## config.mk

```make
export PLATFORM = sky130hd
export DESIGN_NAME = gpio_bitop_port
export DESIGN_NICKNAME = d
export VERILOG_FILES = /design/src/rtl/gpio_bitop_pkg.sv /design/src/rtl/gpio_sync.sv /design/src/rtl/gpio_regs.sv /design/src/rtl/gpio_chg.sv /design/src/rtl/gpio_bitop_port.sv
export SDC_FILE = /design/constraint.sdc
export NUM_CORES = 1
export LEC_CHECK = 0
export BUFFER_PORTS_ARGS = -buffer_cell sky130_fd_sc_hd__buf_2
export CORE_ASPECT_RATIO = 0.6
export CORE_MARGIN = 3
export CORE_UTILIZATION = 35
export DETAILED_ROUTE_END_ITERATION = 10
export SLEW_MARGIN = 20
export SYNTH_ARGS = -nofsm -noshare
export SYNTH_HDL_FRONTEND = slang
export SYNTH_SLANG_ARGS = --single-unit
```

## constraint.sdc

```tcl
create_clock -name clk -period 1.3 [get_ports clk]
set_clock_uncertainty 0.05 [all_clocks]
set_input_delay 0.13 -clock clk [delete_from_list [all_inputs] [get_ports clk]]
set_output_delay 0.13 -clock clk [all_outputs]
set_load 0.01 [all_outputs]
```

## src/rtl/gpio_bitop_pkg.sv

```systemverilog
// Shared constants for the bit-addressable I/O port.
// Assumes: port widths of at least 2 pins.
package gpio_bitop_pkg;
    localparam int unsigned PORT_W = 8;
    typedef enum logic {
        BIT_CLEAR = 1'b0,
        BIT_SET   = 1'b1
    } bit_cmd_e;
endpackage

```

## src/rtl/gpio_sync.sv

```systemverilog
// Multi-stage synchronizer for the pad input byte.
// Assumes: STAGES >= 1; the reset value of every stage is all zeros.
module gpio_sync #(
    parameter int unsigned W      = 8,
    parameter int unsigned STAGES = 2
) (
    input  logic         clk,
    input  logic         rst_n,
    input  logic [W-1:0] d,
    output logic [W-1:0] q
);
    logic [W-1:0] stg_q [STAGES];

    // first stage samples the asynchronous pads
    always_ff @(posedge clk) begin
        if (!rst_n) stg_q[0] <= '0;
        else        stg_q[0] <= d;
    end

    for (genvar s = 1; s < STAGES; s++) begin : g_stage
        // each further stage retimes the previous one
        always_ff @(posedge clk) begin
            if (!rst_n) stg_q[s] <= '0;
            else        stg_q[s] <= stg_q[s-1];
        end
    end

    assign q = stg_q[STAGES-1];
endmodule

```

## src/rtl/gpio_regs.sv

```systemverilog
// Direction register and output latch, with byte writes and a single-bit
// read-modify-write that takes the synchronized pin byte as its source.
// Assumes: bit_idx < W; a byte write has priority over a bit operation.
module gpio_regs
    import gpio_bitop_pkg::*;
#(
    parameter int unsigned W  = 8,
    localparam int unsigned IW = $clog2(W)
) (
    input  logic          clk,
    input  logic          rst_n,
    input  logic          lat_wr,
    input  logic          dir_wr,
    input  logic [W-1:0]  wr_data,
    input  logic          bit_op,
    input  logic          bit_set,
    input  logic [IW-1:0] bit_idx,
    input  logic [W-1:0]  pins_sync,
    output logic [W-1:0]  lat_q,
    output logic [W-1:0]  dir_q
);
    logic [W-1:0] bit_mask;
    logic [W-1:0] rmw_val;

    // build the modified byte from the sampled pins, not from the latch
    always_comb begin
        bit_mask = {{(W-1){1'b0}}, 1'b1} << bit_idx;
        rmw_val  = (bit_cmd_e'(bit_set) == BIT_SET) ? (pins_sync | bit_mask)
                                                    : (pins_sync & ~bit_mask);
    end

    // output latch: byte write first, then bit operation
    always_ff @(posedge clk) begin
        if (!rst_n)      lat_q <= '0;
        else if (lat_wr) lat_q <= wr_data;
        else if (bit_op) lat_q <= rmw_val;
    end

    // direction register, 1 = input
    always_ff @(posedge clk) begin
        if (!rst_n)      dir_q <= '1;
        else if (dir_wr) dir_q <= wr_data;
    end


    byte_write_chk: assert property (@(posedge clk) disable iff (!rst_n)
        lat_wr |=> lat_q == $past(wr_data));

    bit_target_chk: assert property (@(posedge clk) disable iff (!rst_n)
        (bit_op && !lat_wr) |=> lat_q[$past(bit_idx)] == $past(bit_set));

    bit_others_chk: assert property (@(posedge clk) disable iff (!rst_n)
        (bit_op && !lat_wr) |=> (lat_q & ~$past(bit_mask)) == ($past(pins_sync) & ~$past(bit_mask)));

    dir_write_chk: assert property (@(posedge clk) disable iff (!rst_n)
        dir_wr |=> dir_q == $past(wr_data));
endmodule

```

## src/rtl/gpio_chg.sv

```systemverilog
// Input change detector: compares synchronized pins on input-configured
// positions against a snapshot taken at each port read.
// Assumes: in_mask has 1 for every pin currently configured as input.
module gpio_chg #(
    parameter int unsigned W = 8
) (
    input  logic         clk,
    input  logic         rst_n,
    input  logic [W-1:0] pins_sync,
    input  logic [W-1:0] in_mask,
    input  logic         rd_en,
    input  logic         chg_clr,
    output logic         chg_flag,
    output logic         wake_req
);
    logic [W-1:0] snap_q;
    logic [W-1:0] diff;
    logic         flag_q;

    // difference on input pins only
    always_comb begin
        diff     = (pins_sync ^ snap_q) & in_mask;
        wake_req = |diff;
    end

    // snapshot of the pins at the last read
    always_ff @(posedge clk) begin
        if (!rst_n)     snap_q <= '0;
        else if (rd_en) snap_q <= pins_sync;
    end

    // sticky flag; a present difference outweighs a clear
    always_ff @(posedge clk) begin
        if (!rst_n) flag_q <= 1'b0;
        else        flag_q <= (flag_q & ~chg_clr) | wake_req;
    end

    assign chg_flag = flag_q;


    flag_set_chk: assert property (@(posedge clk) disable iff (!rst_n)
        wake_req |=> chg_flag);

    flag_hold_chk: assert property (@(posedge clk) disable iff (!rst_n)
        (chg_flag && !chg_clr) |=> chg_flag);

    flag_clear_chk: assert property (@(posedge clk) disable iff (!rst_n)
        (chg_clr && !wake_req) |=> !chg_flag);

    snap_refresh_chk: assert property (@(posedge clk) disable iff (!rst_n)
        (rd_en && $stable(pins_sync)) |=> (snap_q == pins_sync));
endmodule

```

## src/rtl/gpio_bitop_port.sv

```systemverilog
// Top of the bit-addressable I/O port: synchronizer, registers, change
// detector and the per-pin peripheral override mux.
// Assumes: pad buffers outside; pin_oe = 1 means the pad drives pin_out.
module gpio_bitop_port
    import gpio_bitop_pkg::*;
#(
    parameter int unsigned W    = PORT_W,
    parameter int unsigned SYNC = 2,
    localparam int unsigned IW  = $clog2(W)
) (
    input  logic          clk,
    input  logic          rst_n,
    input  logic          lat_wr,
    input  logic          dir_wr,
    input  logic [W-1:0]  wr_data,
    input  logic          bit_op,
    input  logic          bit_set,
    input  logic [IW-1:0] bit_idx,
    input  logic          rd_en,
    output logic [W-1:0]  rd_data,
    input  logic          chg_clr,
    output logic          chg_flag,
    output logic          wake_req,
    input  logic [W-1:0]  ovr_en,
    input  logic [W-1:0]  ovr_oe,
    input  logic [W-1:0]  ovr_dout,
    input  logic [W-1:0]  pin_in,
    output logic [W-1:0]  pin_oe,
    output logic [W-1:0]  pin_out
);
    logic [W-1:0] pins_sync;
    logic [W-1:0] lat_q;
    logic [W-1:0] dir_q;

    gpio_sync #(.W(W), .STAGES(SYNC)) u_sync (
        .clk(clk), .rst_n(rst_n), .d(pin_in), .q(pins_sync)
    );

    gpio_regs #(.W(W)) u_regs (
        .clk(clk), .rst_n(rst_n), .lat_wr(lat_wr), .dir_wr(dir_wr),
        .wr_data(wr_data), .bit_op(bit_op), .bit_set(bit_set),
        .bit_idx(bit_idx), .pins_sync(pins_sync), .lat_q(lat_q), .dir_q(dir_q)
    );

    for (genvar i = 0; i < W; i++) begin : g_pin
        // per-pin choice between port registers and peripheral
        always_comb begin
            pin_oe[i]  = ovr_en[i] ? ovr_oe[i]   : ~dir_q[i];
            pin_out[i] = ovr_en[i] ? ovr_dout[i] : lat_q[i];
        end
    end

    gpio_chg #(.W(W)) u_chg (
        .clk(clk), .rst_n(rst_n), .pins_sync(pins_sync), .in_mask(~pin_oe),
        .rd_en(rd_en), .chg_clr(chg_clr), .chg_flag(chg_flag), .wake_req(wake_req)
    );

    assign rd_data = pins_sync;


    reset_state_chk: assert property (@(posedge clk)
        !rst_n |=> (dir_q == '1) && (lat_q == '0) && !chg_flag);

    out_pins_quiet_chk: assert property (@(posedge clk) disable iff (!rst_n)
        (pin_oe == '1) |-> !wake_req);
endmodule

```

==> impl_metrics.env <==
export IMPL_io_pins=77
export IMPL_htreeDepth=2
export IMPL_hp_start="wr_data[0]"
export IMPL_ant_nets=0
export IMPL_p_per_area_nw_per_um2=1060
export IMPL_grt_max_degree=19
export IMPL_grt_pass1_vias=1501
export IMPL_viasPerCell=4.82
export IMPL_holdPathEnd="u_regs.dir_q[0]"
export IMPL_synth_top_cell_area_share_pct=45.4
export IMPL_dieWidth_um=98.8
export IMPL_synthTopCellsByArea="dfxtp_1 (45%), mux2i_1 (13%), and2_1 (5.5%), mux2_2 (5.0%), nor2_1 (3.5%)"
export IMPL_final_max_slew_violation_count=0
export IMPL_rows=19
export IMPL_post_route_drc_count=0
export IMPL_setup_viol=2
export IMPL_gr_usage_met3_pct=4.86
export IMPL_clock_latency_ns=0.29
export IMPL_layoutNonFillerInstCount=343
export IMPL_crit_type="register to output pin"
export IMPL_hold_violations=0
export IMPL_tightest_slew_ns=0.325
export IMPL_synthFlopType="dfxtp_1"
export IMPL_hold_depth=3
export IMPL_grt_pass1_wl_mm=7.42
export IMPL_yosysTopAreaCell="dfxtp_1"
export IMPL_dp_slack_ns=-0.267
export IMPL_num_vias=1654
export IMPL_insertedDiodeCount=0
export IMPL_nets=331
export IMPL_r2r_start="u_chg.snap_q[6]"
export IMPL_ff2ff_setup_slack_ns=-0.21
export IMPL_status="finished, violations left"
export IMPL_numCtsBuffers=5
export IMPL_fin_ws_ns=-0.508
export IMPL_core_area_um2=4780
export IMPL_synth_seq_cells=41
export IMPL_rsz0062_at_grt="true"
export IMPL_synthesis_nets=235
export IMPL_floorplan_initialDensity_pct=37.8
export IMPL_area_growth_pct=41.1
export IMPL_fin_hold_ws_ns=0.0320
export IMPL_top_usage_layer="met2"
export IMPL_die_y_um=61.7
export IMPL_slew_headroom_pct=78.2
export IMPL_clockRootBuffer="clkbuf_8"
export IMPL_timing_rr_end="u_chg.chg_flag"
export IMPL_synth_distinct_cells=27
export IMPL_grt_antenna_before_repair=0
export IMPL_syn_inst=184
export IMPL_cp_max_fo=2
export IMPL_worst_setup_path_start_kind="register"
export IMPL_synth_avg_cell_area_um2=9.83
export IMPL_async_flop_share_pct=0
export IMPL_cp_data_required_time_ns=1.12
export IMPL_cap_violations=0
export IMPL_synth_most_common_cell="dfxtp_1"
export IMPL_clock_sinks=41
export IMPL_use_met1_pct=22.6
export IMPL_use_met2_pct=23.7
export IMPL_synth_commonest_cells="dfxtp_1 (41), mux2i_1 (24), nor2_1 (17)"
export IMPL_end_kind="output pin"
export IMPL_ys_seq_area_share_pct=45.4
export IMPL_clock_path_buffers=2
export IMPL_dp_cells=326
export IMPL_port_buffers=76
export IMPL_p_leak_nw=1.25
export IMPL_yosys_warnings=0
export IMPL_tns_ns=-0.718
export IMPL_hpwl_mm=3.64
export IMPL_dr_pass1_iters=4
export IMPL_grt_total_usage_pct=16.0
export IMPL_wl_mm=4.79
export IMPL_period_share_pct=139
export IMPL_post_drt_wl_per_cell_um=14.0
export IMPL_fmax_mhz=553
export IMPL_arrival_ns=1.63
export IMPL_syn_cell_area_um2=1810
export IMPL_reg2regPathDepth=6
export IMPL_grt_overflow_total=0
export IMPL_violations="negative setup slack"
export IMPL_die_area_um2=6090
export IMPL_min_period_ns=1.81
export IMPL_drtIter0Drc=38
export IMPL_drive_gt1_share_pct=42.5
export IMPL_synth_edf_count=0
export IMPL_clk_pin_slew_worst_paths_ns=0.07
export IMPL_hp_class="primary input to register"
export IMPL_ir_worst_vdd_v=0.000578
export IMPL_gp_congestion=0.798
export IMPL_cts_tree="yes"
[stage by stage]
step	area, um2	utilization, %	total power [mW]
final	2550	53.4	2.71
after global routing	2550	53.4	2.85
after CTS	2520	52.8	2.72
after detailed placement	2330	48.7	1.86
after global placement	2330	48.7	1.86
after floorplan	1810	-	1.63
[where the power goes]
| group | switching, mW | internal, mW | total [mW] |
|---|---|---|---|
| Clock | 0.398 | 0.421 | 0.819 |
| Sequential | 0.0380 | 1.32 | 1.36 |
| Combinational | 0.247 | 0.282 | 0.529 |
[registers in the layout, indices dropped and copies added (netlist names)]
signal          cells
u_chg.chg_flag      1
u_regs.lat_q        8
u_sync.stg_q       16
u_chg.snap_q        8
u_regs.dir_q        8
[worst max-delay path by stage]
| stage | endpoint | start | cells after the start | slack [ns] |
|---|---|---|---|---|
| after floorplan | wake_req | u_sync.stg_q[1][6] | 4 | 0.01 |
| after global placement | wake_req | u_chg.snap_q[6] | 6 | -0.28 |
| after detailed placement | wake_req | u_chg.snap_q[6] | 6 | -0.27 |
| after CTS | wake_req | u_chg.snap_q[7] | 6 | -0.54 |
| after global routing | wake_req | u_chg.snap_q[6] | 6 | -0.57 |
| final | wake_req | u_chg.snap_q[6] | 6 | -0.51 |
[final cells by class]
type / count / area (um2)
Timing Repair Buffer: 100 / 587
Fill cell: 469 / 2230
Sequential cell: 41 / 826
Inverter: 2 / 7.51
Clock buffer: 7 / 86.3
Tap cell: 63 / 78.8
Multi-Input combinational cell: 130 / 966
[worst max-delay path: stages, from the launching register on]
cell and delay (ns):
dfxtp_2 0.33, xor2_1 0.15, o211a_1 0.13, a2111oi_4 0.36, buf_4 0.19, nand3_2 0.06, buf_6 0.12
[metal layers]
| metal | wire, um | up-vias |
|---|---|---|
| li1 | - | 840 |
| met1 | 2450 | 740 |
| met2 | 1880 | 69 |
| met3 | 426 | 5 |
| met4 | 33 | 0 |
| met5 | 0 | - |
[cell families (layout without fill, tap and decap cells)]
kind of cell	Yosys count	in the layout	synth area share [%]
xor gates and xnor gates	8	8	3.88
DFF	41	41	45.4
AOI/OAI and AO/OA	31	31	13.4
buffers and inverters	13	109	2.91
and+or+nand+nor	59	59	16.2
muxes	32	32	18.3
[repair_timing]
item,4_1_cts,5_1_grt
endpoints found under the hold margin,8,0
buffers inserted,0,2
resized for setup,5,8
pin swaps,3,1
hold buffers,8,0
endpoints found under the setup margin,3,7
[placed cells by master, fill, tap and decap left out, types with 2 or more instances in the layout]
cell type	synthesis	layout
nand2_1	15	15
o22a_1	2	2
dfxtp_1	41	37
buf_2	2	75
buf_4	0	16
o211a_1	3	3
nor3b_1	3	3
nand3b_1	3	3
a211oi_1	8	8
o21ai_0	7	3
nand2b_1	2	2
dlygate4sd3_1	0	8
xnor2_1	4	4
xor2_1	4	4
nor2_1	17	16
mux2i_1	24	24
dfxtp_2	0	4
a31o_2	4	4
clkbuf_8	0	6
and2_1	16	16
o21ai_1	0	4
mux2_2	8	8
a31o_1	4	4
Note: power is estimated with default switching activity, not from simulation.
